`src/rtl/evt_header_framer.sv`:
```
module evt_header_framer #(
  parameter logic [47:0] TAG_INIT = 48'd0,
  parameter logic [23:0] CNT_INIT = 24'd0
) (
  input  logic        clk,
  input  logic        rst_n,
  input  logic        trig_sw,
  input  logic        trig_ext,
  input  logic [3:0]  trig_self,
  input  logic        evt_accept,
  input  logic        hw_fault,
  input  logic [3:0]  ch_mask,
  input  logic [27:0] payload_len,
  input  logic [1:0]  cfg_mode,
  input  logic        cfg_count_all,
  input  logic        cfg_zs_en,
  output logic        out_valid,
  input  logic        out_ready,
  output logic [31:0] out_data
);
  localparam logic [3:0]  MARKER  = 4'b1010;
  localparam logic [27:0] HDR_LEN = 28'd4;

  logic [47:0] tag, tag_q;
  logic [23:0] cnt, cnt_q;
  logic [27:0] size_q;
  logic [5:0]  src_q;
  logic [3:0]  mask_q;
  logic [1:0]  mode_q, wcnt;
  logic        busy, roll_q, flt_q, roll_lat, fail_q, zs_q;
  logic [15:0] field;
  logic [31:0] w4;

  wire any_trig = trig_sw | trig_ext | (|trig_self);
  wire take     = evt_accept & any_trig & ~busy;
  wire last_hs  = busy & out_ready & (wcnt == 2'd3);
  wire tag_wrap = &tag[30:0];

  always_ff @(posedge clk) begin
    if (!rst_n) begin
      tag    <= TAG_INIT;
      roll_q <= 1'b0;
      flt_q  <= 1'b0;
      cnt    <= CNT_INIT;
    end else begin
      tag <= tag + 48'd1;
      if (tag_wrap)     roll_q <= 1'b1;
      else if (last_hs) roll_q <= 1'b0;
      if (hw_fault)     flt_q <= 1'b1;
      else if (last_hs) flt_q <= 1'b0;
      if (cfg_count_all ? any_trig : take) cnt <= cnt + 24'd1;
    end
  end

  always_ff @(posedge clk) begin
    if (!rst_n) begin
      busy <= 1'b0;
      wcnt <= 2'd0;
    end else if (take) begin
      busy <= 1'b1;
      wcnt <= 2'd0;
    end else if (busy && out_ready) begin
      wcnt <= wcnt + 2'd1;
      if (wcnt == 2'd3) busy <= 1'b0;
    end
  end

  always_ff @(posedge clk) begin
    if (!rst_n) begin
      tag_q    <= '0;
      cnt_q    <= '0;
      size_q   <= '0;
      src_q    <= '0;
      mask_q   <= '0;
      mode_q   <= '0;
      roll_lat <= 1'b0;
      fail_q   <= 1'b0;
      zs_q     <= 1'b0;
    end else if (take) begin
      tag_q    <= tag;
      cnt_q    <= cnt;
      size_q   <= payload_len + HDR_LEN;
      src_q    <= {trig_sw, trig_ext, trig_self};
      mask_q   <= ch_mask;
      mode_q   <= cfg_mode;
      roll_lat <= roll_q;
      fail_q   <= flt_q | hw_fault;
      zs_q     <= cfg_zs_en;
    end
  end

  always_comb begin
    case (mode_q)
      2'b01:   field = {5'd0, src_q[5], src_q[4], 5'd0, src_q[3:0]};
      2'b10:   field = tag_q[47:32];
      default: field = 16'd0;
    endcase
  end

  assign w4 = (mode_q == 2'b10) ? tag_q[31:0] : {roll_lat, tag_q[30:0]};

  always_comb begin
    case (wcnt)
      2'd0:    out_data = {MARKER, size_q};
      2'd1:    out_data = {5'd0, fail_q, 1'b0, zs_q, field, 4'd0, mask_q};
      2'd2:    out_data = {8'd0, cnt_q};
      default: out_data = w4;
    endcase
  end

  assign out_valid = busy;
endmodule

```
`config.mk`:
```
export PLATFORM = sky130hd
export DESIGN_NAME = evt_header_framer
export DESIGN_NICKNAME = d
export VERILOG_FILES = /design/src/rtl/evt_header_framer.sv
export SDC_FILE = /design/constraint.sdc
export NUM_CORES = 1
export LEC_CHECK = 0
export ABC_AREA = 1
export BUFFER_PORTS_ARGS = -buffer_cell sky130_fd_sc_hd__buf_4
export CORE_ASPECT_RATIO = 0.8
export CORE_MARGIN = 8
export CORE_UTILIZATION = 55
export CTS_BUF_LIST = sky130_fd_sc_hd__clkbuf_16
export DETAILED_ROUTE_END_ITERATION = 10
export HOLD_SLACK_MARGIN = 0.1
export PLACE_DENSITY_LB_ADDON = 0.08
export SLEW_MARGIN = 0
export SYNTH_ARGS = -nofsm -noshare
export SYNTH_HDL_FRONTEND = slang
export SYNTH_SLANG_ARGS = --single-unit
```
`constraint.sdc`:
```
create_clock -name clk -period 3.1 [get_ports clk]
set_clock_uncertainty 0.15 [all_clocks]
set_input_delay 0.31 -clock clk [delete_from_list [all_inputs] [get_ports clk]]
set_output_delay 0.31 -clock clk [all_outputs]
set_load 0.005 [all_outputs]
```
* Word level (Yosys, flattened, before mapping) *
Index checks and enable logic that the tools add are counted.

word-level totals
  memory bits (read-only) = 0
  RAM bits = 0
  memories = 0
  bits in latches = 0
  input bits = 47
  register bits after elaboration = 192

cells by class
  shift-type cells = 0
  order comparisons = 0
  bitwise logic cells = 9
  reduce and logical (&&, ||, !) cells = 10
  equal/unequal tests = 5
  mux-type cells = 10
  $mul = 0
  divide/modulo/power cells = 0
  add/sub/neg operators = 4

operators by type and width
  kind                   number
  $pmux 32 s3            1
  $add 48x1->48 const B  1
  $mux 32                1
  $pmux 16 s2            1
  $reduce_and 31->1      1
  $add 28x3->28 const B  1
  $add 24x1->24 const B  1
  $reduce_bool 2->1      4
  $mux 1                 7
  $eq 2x2->1 const B     3
  $and 1x1->1            4
  $eq 2x1->1 const B     2
  $reduce_or 4->1        1
  $or 1x1->1             3
  $add 2x1->2 const B    1
  $logic_not 2->1        1
  $not 1->1              2
  $reduce_and 2->1       1
  $reduce_or 2->1        1
  $logic_and 1x1->1      1

* Depth between registers and ports, before layout *
  depth after elaboration = 6
  mapped depth = 10
  gate-level depth less buffers = 10

* Worst setup path after synthesis *
Ideal clock, no wire load.

  path kind = register -> output
  from = register wcnt[1]
  to = output port out_data[23]
  cell stages (with the launch flop) = 8
  required time = 2640 ps
  path slack = 1294 ps
  arrival time = 1346 ps
  cell sequence = dfxtp_1 inv_1 ha_1 clkbuf_1 nand2_1 clkinv_1 a221oi_1 a21oi_1

on the way
  cells in the longest elaborated chain, start to end = 2
  elaborated cells between the ends (all ways) = 4

RTL lines
  what                                RTL line  RTL
  start: declaration                  29        logic [1:0] mode_q, wcnt;
  start signal: assignment            63        wcnt <= wcnt + 2'd1;
  $eq 2x2->1 (tied with other cells)  103       case (wcnt)
  $pmux 32 s3 *                       103
  end: declaration                    19        output logic [31:0] out_data

Mark *: on every way between the ends. The rest lies on a longest branch, timed or not.

* Worst setup path in the final report *
  from = register wcnt[0]
  to = output port out_data[24]

Same word-level chain as after synthesis.

==> results.cfg <==
[status]
status = complete, no violations

[hold_path]
hp-class = input port to register

[setup_path]
crit_path_end_kind = primary output
worstPathRequired_ns = 2.64
crit_arrival_ns = 2.41
crit_path_start_kind = register
critPathKind = register to primary output
slowest_delay_ns = 0.54
path_cells = ha_1 -> clkinvlp_4 -> nand2_1 -> o221ai_1 -> buf_4
critPathSlowestCell = nand2_1
crit_fanout = 24

[logic_synthesis]
syn_area_sq_mm = 0.00925
yosysMostFrequentCell = nand2_1
ys.flop_type = dfxtp_1
avgSynthCellArea_sq_um = 6.91
synthCells = 1338
ys_types = 44
synthDominantCellAreaShare_pct = 41.6
ys_seq_area_share_pct = 41.6
synth-async-reset-ratio_pct = 0
yosysWarningCount = 0
ys_ff_latch = 192
synth-edff-count = 0
synth_area_leaders = dfxtp_1 (42%), nand2_1 (13%), inv_1 (6.7%)
syn-num-nets = 1394
synth.largest_area_cell = dfxtp_1
synth_top_cells_by_count = nand2_1 (311), dfxtp_1 (192), inv_1 (166)

[sta]
max_slew_margin_pct = 56.1
setup_violations = 0
min_period_ns = 2.87
worst_pin_slew_ns = 0.659
rsz0062_at_grt = no
max_clock_freq_mhz = 348
timing.final.max_slew_violations = 0
setup_tns_ns = 0
final.setup.worst_slack_ns = 0.227
hold_viol = 0
period_share_pct = 92.7

[clock_network]
cts_setup_buffers = 0
clock-root-buffer = clkbuf_16
cts_num_sinks = 192
cts_made_buffers = 17
clk_latency_ns = 0.44
tritoncts = yes
cts.clk_slew.worst_paths_ns = 0.07
h-tree-depth = 4
cts_max_path_buffers = 2

[routing]
vias = 9192
wl_mm = 28.5
dr.first_iter.drc_count = 1046
dr.pass1.iters = 5
drt.antenna.violating_nets = 0
route.detailed.drc = 0
vias_per_cell = 5.51
wl_per_cell_microns = 17.1

[grt]
globalRouteOverflowTotal = 0
antenna_found_initial = 0
grt_usage_pct = 26.4
grt_pass1_vias = 8202
grt_pass1_wl_mm = 44.7
grt_max_degree = 65

[die]
die_w_microns = 161
die_h_microns = 132
core-area_sq_mm = 0.0165
initial_core_util_pct = 56.0
io_pins = 80
die_area_sq_mm = 0.0212
rows = 42

[job]
cap_violations = 0

[power]
leakage_nw = 4.27
peakVddDrop_mv = 0.408
power_mw = 5.32
p_per_area_mw_per_mm2 = 484

[placement]
io_buffers = 79
hpwl_mm = 20.5
placed_cells = 1598
dp_slack_ns = 0.541
gp_congestion = 0.946

[finish]
drive_gt1_share_pct = 11.9
layout.cells.non_filler = 1668
antenna-diode-count = 0
final_nets = 1491
syn_to_final_growth_pct = 19.0
final_core_util_pct = 66.7
nFillCells = 1509
==> state kept, by name (all words and copies together), names as in the netlist, 4 cells and up <==
name    count
src_q       6
size_q     28
tag        48
mask_q      4
cnt        24
tag_q      48
cnt_q      24
==> kinds of logic (layout without fill, tap and decap cells) <==
kind of cell / after synthesis / in the layout / synth area share [%]
buffers and inverters: 222 / 332 / 9.32
DFF: 192 / 192 / 41.6
AOI/OAI and AO/OA: 232 / 232 / 14.5
xor gates and xnor gates: 14 / 14 / 1.33
and+or+nand+nor: 669 / 669 / 32.1
adders and majority gates: 9 / 9 / 1.22
==> final cells by class <==
| class | instances | area, sq um | area share [%] |
|---|---|---|---|
| clock buffer | 17 | 425 | 3.87 |
| clock inverter | 15 | 183 | 1.66 |
| inverter | 172 | 649 | 5.90 |
| multi-input combinational | 924 | 4560 | 41.4 |
| sequential | 192 | 3840 | 34.9 |
| tap | 220 | 275 | 2.50 |
| timing repair buffer | 128 | 1070 | 9.71 |
==> final timing paths <==
path	depth (start not counted)	slack [ns]	endpoint	from
worst max-delay path	5	0.23	out_data[24]	wcnt[0]
worst max register to register	5	1.00	size_q[27]	out_valid
worst min register to register	2	0.30	roll_lat	roll_q
worst min-delay path	5	0.13	size_q[23]	payload_len[23]
==> metal layers <==
metal | share of wire (%) | wire length (microns) | vias up | GRT usage [%]
li1 | - | - | 4582 | -
met4 | 1.8 | 501 | 0 | 8.57
met5 | 0 | 0 | - | 0
met2 | 43 | 12200 | 343 | 38.2
met3 | 7.8 | 2210 | 29 | 5.15
met1 | 48 | 13600 | 4238 | 38.3
==> per-stage QoR <==
| stage | instance area (sq um) | hold slack, ns |
|---|---|---|
| final | 11000 | 0.127 |
| after global routing | 11000 | 0.139 |
| after CTS | 11000 | 0.116 |
| after detailed placement | 10000 | 0.289 |
| after global placement | 10000 | 0.293 |
| after floorplan | 9250 | 0.262 |
==> timing repair <==
item,CTS,global route
hold endpoints to repair,39,0
hold buffers,38,0
resized for setup,0,2
setup endpoints to repair,0,9
==> critical path, delay by kind of cell (launching register included) <==
| kind | cells | cell delay, ns |
|---|---|---|
| buffers and inverters | 2 | 0.58 |
| and+or+nand+nor | 1 | 0.54 |
| DFF | 1 | 0.40 |
| adders and majority gates | 1 | 0.24 |
| AOI/OAI and AO/OA | 1 | 0.21 |
==> placed cells by master, fill, tap and decap left out, types with 6 or more instances in the layout <==
master	Yosys	final
nand4_1	17	17
o221ai_1	6	6
nor2_4	5	6
o21ai_1	12	12
ha_1	9	8
inv_1	166	165
nand2_2	4	6
clkbuf_16	0	17
nor2_2	19	19
nor2_1	152	151
a22oi_1	6	6
a221oi_1	11	11
o21ai_0	70	70
dlygate4sd3_1	0	38
o22ai_1	44	44
nand2_1	311	309
nor3_1	15	15
a21oi_1	69	69
dfxtp_1	192	192
nand3_1	124	124
buf_4	2	89
xnor2_1	9	9
a32oi_1	9	9
==> report_power, final <==
part,switching (mW),leakage (nW),internal [mW],total (mW)
clock,1.01,0.292,1.28,2.29
combinational,0.276,2.43,0.201,0.478
sequential,0.0346,1.56,2.52,2.55
total,1.32,4.27,4.00,5.32
Note: power is estimated with default switching activity, not from simulation.
